--- src/rtl/lpt_pkg.sv ---
package lpt_pkg;

   typedef enum logic [2:0] {
      PH_IDLE    = 3'd0,
      PH_PREHEAT = 3'd1,
      PH_IGNITE  = 3'd2,
      PH_BOOST   = 3'd3,
      PH_BURN    = 3'd4,
      PH_PWRDN   = 3'd5
   } phase_e;

endpackage

--- src/rtl/lpt_cycle_count.sv ---
module lpt_cycle_count #(
   parameter int W = 3
) (
   input  logic         clk,
   input  logic         rst,
   input  logic         clr,
   input  logic         tick,
   output logic [W-1:0] count
);

   always_ff @(posedge clk) begin
      if (rst || clr)
         count <= '0;
      else if (tick)
         count <= count + 1'b1;
   end

   // a phase change leaves the count at zero
   assert_clear_R10: assert property (@(posedge clk) disable iff (rst)
      clr |=> (count == '0));

endmodule

--- src/rtl/lpt_oc_window.sv ---
module lpt_oc_window #(
   parameter int OC_HALVES = 2,
   parameter int W         = 2
) (
   input  logic clk,
   input  logic rst,
   input  logic arm,
   input  logic clr,
   input  logic oc,
   input  logic half,
   output logic expire
);

   localparam logic [W-1:0] LAST = W'(OC_HALVES - 1);

   logic [W-1:0] level;

   always_ff @(posedge clk) begin
      if (rst || clr || !arm || !oc)
         level <= '0;
      else if (half)
         level <= level + 1'b1;
   end

   assign expire = arm && oc && half && (level == LAST);

   // a gap in the overcurrent empties the window
   assert_gap_clears_R8: assert property (@(posedge clk) disable iff (rst)
      !oc |=> (level == '0));

   // the window never counts past its last mark
   assert_no_overrun_R7: assert property (@(posedge clk) disable iff (rst)
      level <= LAST);

endmodule

--- src/rtl/lpt_phase_fsm.sv ---
module lpt_phase_fsm
   import lpt_pkg::*;
#(
   parameter int PRE_CYC   = 8,
   parameter int IGN_CYC   = 2,
   parameter int BOOST_CYC = 4,
   parameter int HW        = 3
) (
   input  logic          clk,
   input  logic          rst,
   input  logic [HW-1:0] hi_count,
   input  logic          saw,
   input  logic          supply_ok,
   input  logic          pin_high,
   input  logic          lamp_lit,
   input  logic          oc_expire,
   output phase_e        phase_q,
   output logic          phase_chg,
   output logic          tick_en,
   output logic          preheat_done,
   output logic          ign_fail,
   output logic          oc_fault
);

   localparam logic [HW-1:0] PRE_LAST = HW'(PRE_CYC - 1);
   localparam logic [HW-1:0] IGN_LAST = HW'(IGN_CYC - 1);
   localparam logic [HW-1:0] BST_LAST = HW'(BOOST_CYC - 1);

   phase_e nxt;
   logic   pd_set, if_set, of_set;

   always_comb begin
      nxt     = phase_q;
      pd_set  = 1'b0;
      if_set  = 1'b0;
      of_set  = 1'b0;
      tick_en = 1'b0;
      case (phase_q)
         PH_IDLE: begin
            if (supply_ok && pin_high) nxt = PH_PREHEAT;
         end
         PH_PREHEAT: begin
            tick_en = 1'b1;
            if (saw && hi_count == PRE_LAST) begin
               nxt    = PH_IGNITE;
               pd_set = 1'b1;
            end
         end
         PH_IGNITE: begin
            tick_en = 1'b1;
            if (lamp_lit)
               nxt = PH_BOOST;
            else if (saw && hi_count == IGN_LAST) begin
               nxt    = PH_PWRDN;
               if_set = 1'b1;
            end
         end
         PH_BOOST: begin
            tick_en = 1'b1;
            if (oc_expire) begin
               nxt    = PH_PWRDN;
               of_set = 1'b1;
            end else if (saw && hi_count == BST_LAST)
               nxt = PH_BURN;
         end
         PH_BURN: begin
            if (oc_expire) begin
               nxt    = PH_PWRDN;
               of_set = 1'b1;
            end
         end
         default: nxt = PH_PWRDN;
      endcase
   end

   assign phase_chg = (nxt != phase_q);

   always_ff @(posedge clk) begin
      if (rst) begin
         phase_q      <= PH_IDLE;
         preheat_done <= 1'b0;
         ign_fail     <= 1'b0;
         oc_fault     <= 1'b0;
      end else begin
         phase_q      <= nxt;
         preheat_done <= pd_set;
         ign_fail     <= ign_fail | if_set;
         oc_fault     <= oc_fault | of_set;
      end
   end

   // idle is left only with both start conditions present
   assert_idle_hold_R2: assert property (@(posedge clk) disable iff (rst)
      (phase_q == PH_IDLE && !(supply_ok && pin_high)) |=> (phase_q == PH_IDLE));

   // the strobe marks the preheat-to-ignite step only
   assert_strobe_R3: assert property (@(posedge clk) disable iff (rst)
      preheat_done |-> (phase_q == PH_IGNITE && $past(phase_q) == PH_PREHEAT));

   // a strike in ignite always reaches boost
   assert_strike_R4: assert property (@(posedge clk) disable iff (rst)
      (phase_q == PH_IGNITE && lamp_lit) |=> (phase_q == PH_BOOST));

   // an ignition fault comes only out of ignite into power-down
   assert_ign_fault_R5: assert property (@(posedge clk) disable iff (rst)
      $rose(ign_fail) |-> (phase_q == PH_PWRDN && $past(phase_q) == PH_IGNITE));

   // an overcurrent fault lands in power-down
   assert_oc_fault_R7: assert property (@(posedge clk) disable iff (rst)
      $rose(oc_fault) |-> (phase_q == PH_PWRDN));

   // power-down and the faults are sticky
   assert_pwrdn_sticky_R9: assert property (@(posedge clk) disable iff (rst)
      (phase_q == PH_PWRDN) |=> (phase_q == PH_PWRDN));
   assert_faults_latch_R9: assert property (@(posedge clk) disable iff (rst)
      (ign_fail || oc_fault) |=> ($stable(ign_fail) && $stable(oc_fault)));

endmodule

--- src/rtl/lamp_phase_timer.sv ---
module lamp_phase_timer
   import lpt_pkg::*;
#(
   parameter int PRE_CYC     = 8,
   parameter int IGN_CYC     = 2,
   parameter int BOOST_CYC   = 4,
   parameter int OC_HALVES   = 2,
   parameter bit OC_IN_BOOST = 1'b1
) (
   input  logic       clk,
   input  logic       rst,
   input  logic       saw_cycle,
   input  logic       saw_half,
   input  logic       supply_ok,
   input  logic       pin_high,
   input  logic       lamp_lit,
   input  logic       oc_cont,
   output logic [2:0] phase,
   output logic       preheat_done,
   output logic       ign_fail,
   output logic       oc_fault
);

   localparam int MAXC = (PRE_CYC > IGN_CYC)
                         ? ((PRE_CYC > BOOST_CYC) ? PRE_CYC : BOOST_CYC)
                         : ((IGN_CYC > BOOST_CYC) ? IGN_CYC : BOOST_CYC);
   localparam int HW   = (MAXC > 1) ? $clog2(MAXC) : 1;
   localparam int LW   = $clog2(OC_HALVES);

   if (PRE_CYC < 1 || IGN_CYC < 1 || BOOST_CYC < 1) begin : g_bad_cycles
      $error("lamp_phase_timer: phase cycle budgets must be at least 1");
   end
   if (OC_HALVES < 2) begin : g_bad_window
      $error("lamp_phase_timer: overcurrent window must exceed half a cycle");
   end

   phase_e         phase_q;
   logic           phase_chg, tick_en, oc_arm, oc_expire;
   logic [HW-1:0]  hi_count;

   if (OC_IN_BOOST) begin : g_oc_boost_burn
      assign oc_arm = (phase_q == PH_BOOST) || (phase_q == PH_BURN);
   end else begin : g_oc_burn_only
      assign oc_arm = (phase_q == PH_BURN);
   end

   lpt_cycle_count #(.W(HW)) u_count (
      .clk   (clk),
      .rst   (rst),
      .clr   (phase_chg),
      .tick  (saw_cycle && tick_en),
      .count (hi_count)
   );

   lpt_oc_window #(.OC_HALVES(OC_HALVES), .W(LW)) u_ocwin (
      .clk    (clk),
      .rst    (rst),
      .arm    (oc_arm),
      .clr    (phase_chg),
      .oc     (oc_cont),
      .half   (saw_half),
      .expire (oc_expire)
   );

   lpt_phase_fsm #(
      .PRE_CYC   (PRE_CYC),
      .IGN_CYC   (IGN_CYC),
      .BOOST_CYC (BOOST_CYC),
      .HW        (HW)
   ) u_fsm (
      .clk          (clk),
      .rst          (rst),
      .hi_count     (hi_count),
      .saw          (saw_cycle),
      .supply_ok    (supply_ok),
      .pin_high     (pin_high),
      .lamp_lit     (lamp_lit),
      .oc_expire    (oc_expire),
      .phase_q      (phase_q),
      .phase_chg    (phase_chg),
      .tick_en      (tick_en),
      .preheat_done (preheat_done),
      .ign_fail     (ign_fail),
      .oc_fault     (oc_fault)
   );

   assign phase = phase_q;

   // the shared count stays inside the largest budget
   assert_count_range_R10: assert property (@(posedge clk) disable iff (rst)
      hi_count <= HW'(MAXC - 1));

   // reset returns to idle with quiet outputs
   assert_reset_state_R1: assert property (@(posedge clk)
      rst |=> (phase == 3'd0 && !preheat_done && !ign_fail && !oc_fault));

endmodule

--- config.mk ---
export PLATFORM = sky130hd
export DESIGN_NAME = lamp_phase_timer
export DESIGN_NICKNAME = d
export VERILOG_FILES = /design/src/rtl/lpt_pkg.sv /design/src/rtl/lpt_cycle_count.sv /design/src/rtl/lpt_oc_window.sv /design/src/rtl/lpt_phase_fsm.sv /design/src/rtl/lamp_phase_timer.sv
export SDC_FILE = /design/constraint.sdc
export NUM_CORES = 1
export LEC_CHECK = 0
export BUFFER_PORTS_ARGS = -buffer_cell sky130_fd_sc_hd__buf_2
export CAP_MARGIN = 20
export CORE_UTILIZATION = 25
export CTS_BUF_LIST = sky130_fd_sc_hd__clkbuf_4 sky130_fd_sc_hd__clkbuf_8 sky130_fd_sc_hd__clkbuf_16
export DETAILED_ROUTE_END_ITERATION = 8
export PLACE_DENSITY_LB_ADDON = 0.08
export SLEW_MARGIN = 10
export SYNTH_ARGS = -nofsm -noshare
export SYNTH_HDL_FRONTEND = slang
export SYNTH_SLANG_ARGS = --single-unit
--- constraint.sdc ---
create_clock -name clk -period 1.7 [get_ports clk]
set_input_delay 0.34 -clock clk [delete_from_list [all_inputs] [get_ports clk]]
set_output_delay 0.34 -clock clk [all_outputs]
set_load 0.02 [all_outputs]
### Word level (Yosys, flattened, before mapping)

Cells that the tools add are included.

| word-level totals | value |
|---|---|
| flip-flop bits (word level) | 10 |
| output and inout port bits | 6 |
| word-level logic and storage cells | 52 |

| operators by class | value |
|---|---|
| add/sub/neg operators | 2 |
| eq/ne operators | 8 |
| muxes and demuxes | 15 |
| bitwise logic cells | 3 |
| reductions and logical operators | 18 |

Operators with widths:

| kind | number |
|---|---|
| 3-bit two-way mux | 7 |
| 3-bit case mux with 5 select lines | 1 |
| 3-bit by 2-bit equality test with 1-bit output, second input constant | 3 |
| 1-bit logical AND | 8 |
| 1-bit two-way mux | 7 |
| 3-bit by 1-bit equality test with 1-bit output, second input constant | 2 |
| 3-bit equality test, second input constant | 2 |
| 1-bit logical OR | 4 |
| 2-bit OR reduction | 2 |
| 3-bit by 1-bit adder with 3-bit output, second input constant | 1 |
| 3-bit logical NOT | 1 |
| 3-bit inequality test | 1 |
| 3-bit OR reduction | 1 |
| 1-bit logical NOT | 2 |
| 1-bit bitwise OR | 2 |
| 1-bit adder, second input constant | 1 |
| 1-bit inverter | 1 |

### Depth between registers and ports, before layout

Gate-level depths: netlist of run 1.

| logic depth | value |
|---|---|
| depth in word-level cells | 11 |
| gate-level depth with buffers | 7 |

### Modules after synthesis

A second synthesis of run 1 with hierarchy kept.

| second synthesis, totals | value |
|---|---|
| cells, all modules | 72 |
| area, all modules | 600.6 um2 |

By module, submodules not included:

| module | instances | cells an instance | area each (um2) | sequential area each (um2) |
|---|---|---|---|---|
| lpt_phase_fsm | 1 | 51 | 387.9 | 120.1 |
| lpt_cycle_count | 1 | 11 | 131.4 | 60.1 |
| lpt_oc_window | 1 | 6 | 52.6 | 20.0 |
| lamp_phase_timer | 1 | 4 | 28.8 | 0.0 |

### Worst setup path after synthesis of run 1

Ideal clock, no wire load.

| timing | value |
|---|---|
| path kind | register -> register |
| start | reg u_count.count[1] |
| end | reg u_count.count[0] |
| library setup time | 0.088 ns |
| data arrival time | 1.479 ns |
| required time | 1.612 ns |
| slack | 0.133 ns |
| stages on the path, launching flop included | 8 |
| buffers on the path | 0 |
| cell sequence | dfxtp_1 > inv_1 > ha_1 > and3b_1 > nor2b_1 > o21a_1 > a221o_1 > nor4_2 |

| on the way | value |
|---|---|
| longest elaborated chain between the ends | 7 |

RTL lines:

| what | line | RTL |
|---|---|---|
| start: declaration | lpt_cycle_count.sv:8 | `output logic [W-1:0] count` |
| start signal: assignment | lpt_cycle_count.sv:15 | `count <= count + 1'b1;` |
| 3-bit by 2-bit equality test with 1-bit output / 3-bit by 1-bit equality test with 1-bit output (equally long branches) | lpt_phase_fsm.sv:63, lpt_phase_fsm.sv:53 |  |
| 1-bit logical AND, on equally long branches | lpt_phase_fsm.sv:63, lpt_phase_fsm.sv:53 |  |
| 3-bit two-way mux, on equally long branches | lpt_phase_fsm.sv:63, lpt_phase_fsm.sv:53 |  |
| 3-bit two-way mux, on equally long branches | lpt_phase_fsm.sv:60, lpt_phase_fsm.sv:51 |  |
| 3-bit case mux with 5 select lines * | lpt_phase_fsm.sv:38 | `case (phase_q)` |
| 3-bit inequality test * | lpt_phase_fsm.sv:76 | `assign phase_chg = (nxt != phase_q);` |
| 1-bit logical OR * | lpt_cycle_count.sv:12 | `if (rst \|\| clr)` |

Mark *: on every way between the ends. The rest lies on a longest branch, timed or not.
A chain may end at the register's enable or synchronous reset.

### Worst setup path in the final report of run 1

Ends and elaborated chain as after synthesis.

==> results of run 1 <==
cell families (layout without fill, tap and decap cells):
kind of cell,count (synthesis),after routing,share of synthesized area [%]
compound gates,15,15,18.7
fa+ha+maj,4,4,8.60
simple gates,24,24,26.5
xor+xnor,3,3,4.52
buf+inv,8,30,7.31
flops,10,10,34.4
registers in the layout, indices dropped and copies added (netlist names):
register            cells
u_fsm.ign_fail          1
u_count.count           3
u_fsm.phase_q           3
u_ocwin.level           1
u_fsm.preheat_done      1
u_fsm.oc_fault          1
worst max path at each step:
| stage | from | endpoint | slack [ps] | depth (start not counted) |
|---|---|---|---|---|
| 3_5_place_dp | u_count.count[1]$_SDFFE_PP0P_ | u_count.count[0]$_SDFFE_PP0P_ | -80 | 7 |
| 3_3_place_gp | u_count.count[1]$_SDFFE_PP0P_ | u_count.count[0]$_SDFFE_PP0P_ | -70 | 7 |
| 5_1_grt | u_count.count[0]$_SDFFE_PP0P_ | u_count.count[0]$_SDFFE_PP0P_ | -80 | 7 |
| 4_1_cts | u_count.count[1]$_SDFFE_PP0P_ | u_count.count[0]$_SDFFE_PP0P_ | 2 | 7 |
| 6_report | u_count.count[1]$_SDFFE_PP0P_ | u_count.count[0]$_SDFFE_PP0P_ | -4 | 7 |
| 2_1_floorplan | u_count.count[1]$_SDFFE_PP0P_ | u_count.count[0]$_SDFFE_PP0P_ | 130 | 7 |
layout by cell type, fill, tap and decap left out, types with 2 or more instances in the layout:
master	instances
buf_4	10
inv_1	3
dfxtp_1	8
nor3b_1	2
ha_2	2
clkbuf_4	3
a211o_1	2
nand2_1	2
buf_2	13
nand3_1	2
nor2_1	4
nor3_1	2
a21oi_1	4
through the flow:
| stage | setup WS [ps] | instance area (µm²) |
|---|---|---|
| final | -3.67 | 808 |
| after CTS | 2.06 | 751 |
| after detailed placement | -79.0 | 707 |
| after floorplan | 133 | 582 |
| after global routing | -80.9 | 808 |
| after global placement | -72.6 | 707 |
power by group:
part	switching (mW)	internal (mW)	leakage [nW]	total [mW]
Clock	0.0866	0.0821	0.0138	0.169
Sequential	0.00833	0.238	0.0821	0.246
Combinational	0.0353	0.0337	0.243	0.0690
worst reg2reg max path, cell delays in order, from the launching register on:
cell     delay, ps
dfxtp_2        350
inv_2           50
ha_4           140
and3b_1        170
nor2b_4        130
o21a_1         170
a221o_1        310
nor4_2         280
per-layer routing:
metal / GRT usage [%] / wire (µm)
met5: 0 / 0
met4: 11.0 / 53
met3: 5.15 / 69
met2: 17.3 / 637
met1: 14.8 / 653
final cells by class:
class / count / area (µm²)
clock buffer: 3 / 22.5
fill: 239 / 1400
inverter: 4 / 15.0
multi-input combinational: 46 / 390
sequential: 10 / 205
tap: 28 / 35.0
timing repair buffer: 23 / 140
what timing repair did:
action / CTS / global route
pin swaps: 2 / 4
endpoints found under the setup margin: 2 / 4
buffers inserted: 1 / 2
gates resized for setup: 4 / 11
==> impl_metrics.py, run 1 <==
metrics = {
    "routing": {
        "firstDrtPassIters": 2,
        "drc_errors": 0,
        "wl_per_cell_um": 12.4,
        "routed_wl_mm": 1.41,
        "drt-initial-drc-count": 5,
        "vias": 550,
        "routed_via_density": 4.82,
        "postRouteAntennaNets": 0,
    },
    "power": {
        "p_per_area_mw_per_mm2": 599,
        "ir_drop_uv": 291,
        "p_total_uw": 484,
        "power_leakage_nw": 0.339,
    },
    "floorplanning": {
        "start_util_pct": 26.3,
        "die_h_um": 50.2,
        "num_io_pins": 14,
        "rows": 17,
        "core_area_mm2": 0.00221,
        "die_area_mm2": 0.00252,
        "die_w_um": 50.2,
    },
    "clock_network": {
        "clockBufferDepth": 2,
        "clk_latency_ps": 270,
        "cts.sinks": 10,
        "clk_pin_slew_worst_paths_ps": 70,
        "cts_made_buffers": 3,
        "cts_root_buf": "clkbuf_4",
        "htreeDepth": 1,
        "cts_hold_buf": 0,
        "cts_tree": "built",
    },
    "yosys": {
        "syn_nets": 76,
        "syn_inst": 64,
        "ys_ff_latch": 10,
        "synth_top_area_share_pct": 34.4,
        "synthArstFlopShare_pct": 0,
        "synth.top_cells.by_count": "10 x dfxtp_1, 4 x a21oi_1, 4 x ha_1, 4 x inv_1, 4 x nor2_1",
        "synth_top_area_cell": "dfxtp_1",
        "synth-edff-count": 0,
        "synth.most_common_cell": "dfxtp_1",
        "yosys-top-cells-area": "dfxtp_1 34%, ha_1 8.6%, a21oi_1 3.4%, a211o_1 3.0%, xor2_1 3.0%",
        "dominantRegCellSynth": "dfxtp_1",
        "synth_warnings": 0,
        "seq_area_frac_synth_pct": 34.4,
        "synthDistinctLibCells": 34,
        "syn_area_um2": 582,
        "synth.avg_cell_area_um2": 9.09,
    },
    "finish": {
        "utilization_pct": 36.5,
        "design.final.nets": 100,
        "drive_gt1_share_pct": 48.8,
        "diodes": 0,
        "area_growth_pct": 38.9,
        "stdcell_count": 114,
    },
    "grt": {
        "grt_pass1_vias": 480,
        "grt_max_degree": 11,
        "grt_pass1_wl_mm": 2.19,
        "grt_antenna_before_repair": 0,
        "grt.total_usage_pct": 12.6,
        "grt-ovfl-total": 0,
    },
    "place": {
        "dp_hpwl_mm": 1.02,
        "dp.cells": 108,
        "gp_congestion": 0.754,
        "portBuffers": 13,
    },
    "worst_hold_path": {
        "hold_depth": 3,
        "hold_class": "input port to flip-flop",
        "hold_end": "u_ocwin.level$_SDFFE_PP0P_",
        "hold_start": "oc_cont",
    },
    "setup_path": {
        "cp_top_family": "simple AND/OR/NAND/NOR gates",
        "worstSetupPathType": "flip-flop to flip-flop",
        "critPathBufInv": 1,
        "worst_setup_path_start_kind": "flip-flop",
        "worst_ep_required_time_ps": 1870,
        "r2r-start": "u_count.count[1]$_SDFFE_PP0P_",
        "slowest_stage": "dfxtp_2",
        "cp_cell_sequence": "inv_2 -> ha_4 -> and3b_1 -> nor2b_4 -> o21a_1 -> a221o_1 -> nor4_2",
        "reg2reg_slack_ps": -4,
        "slowest_delay_ps": 350,
        "critPathMaxFanout": 3,
        "crit_arrival_ps": 1870,
        "r2r_cells": 7,
        "end_kind": "flip-flop",
        "r2r_end": "u_count.count[0]$_SDFFE_PP0P_",
    },
    "sta": {
        "finalSetupTns_ps": -3.67,
        "worst_pin_slew_ps": 400,
        "setup_violations": 1,
        "finalMaxSlewViolations": 0,
        "fin_crit_sh_pct": 100,
        "max_freq_mhz": 587,
        "relSlewSlack_pct": 73.0,
        "timing.final.ws_setup_ps": -3.67,
        "period_minus_slack_ps": 1700,
        "hold_viol": 0,
        "finClkSkew_ps": 0.361,
        "rsz0062_at_grt": "yes",
        "holdWs_ps": 329,
    },
    "status": {
        "status": "finished, violations left",
        "violations": "setup timing",
    },
    "flow_run": {
        "cap_viol_max_count": 0,
    },
}
(Power assumes the default switching activity.)
==> inputs of run 2 (changes only) <==
Settings changed: GPL_TIMING_DRIVEN from default to 0.
==> run 2 against run 1 <==
Compared with the run above:
- the flow now finishes without violations
- maximum frequency up 1.9%
- final cell count down 3.5%
- critical path type unchanged
- setup slack improved by 31 ps
- hold slack gained 9.5 ps
- total power grew 9.4%
- sequential share of layout area up 1.2 points
- register-to-register slack better by 30 ps
- clock skew increased by 0.78 ps
- via count shrank 4.4%
- critical path depth did not move
==> impl_metrics.py, run 2 (synthesized netlist as in run 1, its figures left out) <==
metrics = {
    "power": {
        "p_total_uw": 530,
        "p_per_area_mw_per_mm2": 685,
        "power_leakage_nw": 0.315,
        "ir_drop_uv": 344,
    },
    "sta": {
        "rsz0062_at_grt": "yes",
        "finClkSkew_ps": 1.14,
        "period_minus_slack_ps": 1670,
        "fin_crit_sh_pct": 98.4,
        "relSlewSlack_pct": 69.5,
        "hold_viol": 0,
        "worst_pin_slew_ps": 458,
        "timing.final.ws_setup_ps": 27.6,
        "setup_violations": 0,
        "max_freq_mhz": 598,
        "finalMaxSlewViolations": 0,
    },
    "grt": {
        "grt_pass1_wl_mm": 2.10,
        "grt_max_degree": 11,
        "grt.total_usage_pct": 11.5,
        "grt-ovfl-total": 0,
        "grt_pass1_vias": 468,
        "grt_antenna_before_repair": 0,
    },
    "clock_network": {
        "clk_pin_slew_worst_paths_ps": 70,
        "cts.sinks": 10,
        "cts_tree": "built",
        "htreeDepth": 1,
        "cts_hold_buf": 0,
        "clk_latency_ps": 270,
        "cts_made_buffers": 3,
        "clockBufferDepth": 2,
        "cts_root_buf": "clkbuf_4",
    },
    "setup_path": {
        "critPathMaxFanout": 3,
        "crit_arrival_ps": 1860,
        "worst_setup_path_start_kind": "flip-flop",
        "worstSetupPathType": "flip-flop to flip-flop",
        "end_kind": "flip-flop",
        "worst_ep_required_time_ps": 1890,
    },
    "finish": {
        "diodes": 0,
        "area_growth_pct": 32.9,
        "layout_commonest_cell": "buf_2",
        "design.final.nets": 95,
        "fillers": 256,
        "mostFrequentLayoutCells": "13 x buf_2, 8 x dfxtp_1, 4 x inv_1, 4 x nor2_1",
        "drive_gt1_share_pct": 41.5,
        "reg.largest.list": "u_count.count: 3 flops, u_fsm.phase_q: 3 flops",
    },
    "floorplanning": {
        "num_io_pins": 14,
        "die_w_um": 50.2,
        "die_area_mm2": 0.00252,
        "die_h_um": 50.2,
        "rows": 17,
        "start_util_pct": 26.3,
        "core_area_mm2": 0.00221,
    },
    "routing": {
        "drt-initial-drc-count": 4,
        "postRouteAntennaNets": 0,
        "routed_wl_mm": 1.35,
        "drc_errors": 0,
        "routed_via_density": 4.78,
        "wl_per_cell_um": 12.3,
        "firstDrtPassIters": 2,
        "vias": 526,
    },
    "status": {
        "status": "finished, final reports clean",
    },
    "place": {
        "gp_congestion": 0.744,
        "dp_hpwl_um": 947,
        "dp_slack_ps": -63.6,
        "portBuffers": 12,
    },
    "worst_hold_path": {
        "hold_class": "input port to flip-flop",
    },
    "flow_run": {
        "cap_viol_max_count": 0,
    },
}
[run 2: metrics by stage]
stage               utilization (%)  TNS [ps]  cells  area [µm²]  hold WS (ps)
floorplan                         -         0     64         582           484
global placement               30.6      -265    104         677           437
detailed placement             30.6      -183    104         677           444
CTS                            34.8         0    110         771           329
global route                   35.0      -197    110         773           336
finish                         35.0         0    110         773           338
[run 2: worst paths after layout]
kind | from | end | slack, ps | cells after the start
setup / recovery | u_count.count[1]$_SDFFE_PP0P_ | u_count.count[1]$_SDFFE_PP0P_ | 30 | 7
hold / removal | oc_cont | u_ocwin.level$_SDFFE_PP0P_ | 340 | 3
setup reg to reg | u_count.count[1]$_SDFFE_PP0P_ | u_count.count[1]$_SDFFE_PP0P_ | 30 | 7
hold reg to reg | u_fsm.oc_fault$_SDFF_PP0_ | u_fsm.oc_fault$_SDFF_PP0_ | 450 | 2
[run 2: where the power goes]
| group | switching, mW | total, mW | leakage, nW | internal [mW] |
|---|---|---|---|---|
| Combinational | 0.0362 | 0.0667 | 0.212 | 0.0305 |
| Sequential | 0.00449 | 0.242 | 0.0821 | 0.238 |
| Clock | 0.0903 | 0.220 | 0.0210 | 0.130 |
[run 2: layout make-up]
class | count | area, µm² | area share [%]
Buffer | 4 | 27.5 | 3.56
Clock buffer | 4 | 36.3 | 4.69
Inverter | 4 | 15.0 | 1.94
Multi-Input combinational cell | 46 | 379 | 49.0
Sequential cell | 10 | 205 | 26.5
Tap cell | 28 | 35.0 | 4.53
Timing Repair Buffer | 14 | 75.1 | 9.71
[run 2: repair_timing]
item                                    4_1_cts  5_1_grt
resized for setup                            11        1
cloned                                        0        0
pin swaps                                     4        2
hold endpoints to repair                      0        0
setup buffers                                 2        0
endpoints found under the setup margin        3        3
[run 2: critical path, cell delays in order (launching register included)]
cell and delay, ps:
dfxtp_2 360, inv_1 50, ha_1 160, and3b_1 190
nor2b_1 150, o21a_1 200, a221o_1 330, nor3_1 170
[run 2: routing by layer]
layer / vias to the layer above / track usage [%] / share of wire [%]
met5: - / 0 / 0
met4: 0 / 4.29 / 0.74
met3: 2 / 5.15 / 5.1
met2: 11 / 17.1 / 46
met1: 246 / 14.3 / 48
li1: 267 / - / -
==> inputs of run 3 (changes only) <==
Settings changed: CORE_MARGIN from default to 5.
==> run 3 against run 2 <==
Compared with the run above:
- setup slack better by 17 ps
- global-route usage fell by 2.4 points
- maximum frequency is 1.0% higher
- clock skew is 4.1 ps higher
- first-iteration DRC count increased to 2.8 times the previous value
- critical path type unchanged
- sequential share of layout area decreased by 1.7 points
- cell area rose by 8.1%
- sequential power about the same
- utilization increased by 2.8 points
- final cell count fell by 0.91%
- hold slack gained 1.7 ps
- sequential cell count unchanged
==> impl_metrics.py, run 3 (synthesized netlist as in run 1, its figures left out) <==
metrics = {
    "grt": {
        "grt.total_usage_pct": 9.10,
        "met1_usage_pct": 12.5,
        "grt-ovfl-total": 0,
        "use_met3_pct": 2.67,
        "grt_use_met2_pct": 11.9,
        "grt_max_degree": 11,
        "grt_antenna_before_repair": 0,
        "grt_pass1_wl_mm": 2.35,
        "busiest_layer": "met1",
        "grt_pass1_vias": 550,
    },
    "setup_path": {
        "worst_ep_required_time_ps": 1870,
        "cp_cell_sequence": "ha_4 -> ha_4 -> nand2_4 -> a22oi_2 -> o2111ai_2 -> xor2_2 -> nor4_2",
        "slowest_delay_ps": 390,
        "r2r_cells": 7,
        "path_common_cell": "ha_4",
        "crit_arrival_ps": 1830,
        "critPathMaxFanout": 3,
        "worst_setup_path_start_kind": "flip-flop",
        "end_kind": "flip-flop",
        "slowest_stage": "dfxtp_4",
        "worstSetupPathType": "flip-flop to flip-flop",
    },
    "routing": {
        "firstDrtPassIters": 4,
        "routed_wl_mm": 1.47,
        "routed_via_density": 4.79,
        "drc_errors": 0,
        "vias": 522,
        "drt-initial-drc-count": 11,
        "postRouteAntennaNets": 0,
        "wl_per_cell_um": 13.5,
    },
    "finish": {
        "reg.largest.list": "u_count.count: 3 flops, u_fsm.phase_q: 3 flops",
        "area_growth_pct": 43.7,
        "utilization_pct": 37.8,
        "design.final.nets": 94,
        "mostFrequentLayoutCells": "13 x buf_2, 8 x dfxtp_1, 4 x nor2_1, 4 x ha_4",
        "diodes": 0,
        "layout_commonest_cell": "buf_2",
        "fillers": 237,
        "drive_gt1_share_pct": 49.4,
        "stdcell_count": 109,
    },
    "clock_network": {
        "clk_pin_slew_worst_paths_ps": 80,
        "cts.sinks": 10,
        "clockBufferDepth": 2,
        "cts_hold_buf": 0,
        "clk_latency_ps": 270,
        "cts_made_buffers": 3,
        "cts_root_buf": "clkbuf_4",
        "cts_tree": "built",
        "htreeDepth": 1,
    },
    "sta": {
        "holdWs_ps": 340,
        "worst_pin_slew_ps": 468,
        "finalMaxSlewViolations": 0,
        "max_freq_mhz": 604,
        "setup_violations": 0,
        "hold_viol": 0,
        "fin_crit_sh_pct": 97.4,
        "period_minus_slack_ps": 1660,
        "finClkSkew_ps": 5.27,
        "finalSetupTns_ps": 0,
        "rsz0062_at_grt": "yes",
        "relSlewSlack_pct": 68.8,
    },
    "floorplanning": {
        "start_util_pct": 26.3,
        "core_area_mm2": 0.00221,
        "num_io_pins": 14,
        "die_h_um": 58.2,
        "die_w_um": 58.2,
        "die_area_mm2": 0.00339,
        "rows": 17,
    },
    "place": {
        "dp.cells": 104,
        "dp_hpwl_um": 993,
        "portBuffers": 12,
        "gp_congestion": 0.695,
    },
    "power": {
        "ir_drop_uv": 292,
        "power_leakage_nw": 0.321,
        "p_per_area_mw_per_mm2": 638,
        "p_total_uw": 533,
    },
    "worst_hold_path": {
        "hold_class": "input port to flip-flop",
        "hold_depth": 3,
    },
    "flow_run": {
        "cap_viol_max_count": 0,
    },
    "status": {
        "status": "finished, final reports clean",
    },
}
-- run 3: cell count changes in the layout (fill, tap and decap cells not counted), sizes merged --
cell	delta
buf	-1
-- run 3: metrics by stage --
step / worst slack (ps) / instance area (µm²)
final: 44.7 / 836
after global routing: -40.3 / 836
after CTS: 16.0 / 744
after detailed placement: -60.9 / 677
after global placement: -88.5 / 677
after floorplan: 133 / 582
-- run 3: cell type report --
| cell class | count | area [µm²] | area share (%) |
|---|---|---|---|
| multi-input cells | 46 | 447 | 53.4 |
| flip-flops and latches | 10 | 208 | 24.9 |
| repair buffers | 13 | 67.6 | 8.08 |
| clock buffers | 4 | 36.3 | 4.34 |
| well taps | 28 | 35.0 | 4.19 |
| plain buffers | 4 | 27.5 | 3.29 |
| inverters | 4 | 15.0 | 1.80 |
-- run 3: worst paths after layout --
kind	start	end	slack (ps)
setup / recovery	u_count.count[0]$_SDFFE_PP0P_	u_count.count[0]$_SDFFE_PP0P_	40
hold / removal	oc_cont	u_ocwin.level$_SDFFE_PP0P_	340
setup reg to reg	u_count.count[0]$_SDFFE_PP0P_	u_count.count[0]$_SDFFE_PP0P_	40
hold reg to reg	u_fsm.oc_fault$_SDFF_PP0_	u_fsm.oc_fault$_SDFF_PP0_	450
-- run 3: layer usage --
| metal | part of all wire (%) | vias up |
|---|---|---|
| li1 | - | 267 |
| met4 | 1.2 | 0 |
| met3 | 4.2 | 2 |
| met5 | 0 | - |
| met1 | 51 | 244 |
| met2 | 43 | 9 |
-- run 3: critical path, delay by kind of cell, from the launching register on --
family / cells / cell delay (ps)
DFF: 1 / 390
AOI/OAI and AO/OA: 2 / 360
adders and majority gates: 2 / 300
and+or+nand+nor: 2 / 300
xor gates and xnor gates: 1 / 210
-- run 3: timing repair --
item                                    CTS  global route
pin swaps                                 2             4
endpoints found under the setup margin    3             4
buffers inserted                          1             0
gates resized for setup                   6            21
-- run 3: power by group --
group / total, mW / internal, mW / switching, mW
clock: 0.220 / 0.130 / 0.0905
sequential: 0.243 / 0.237 / 0.00570
combinational: 0.0704 / 0.0302 / 0.0402
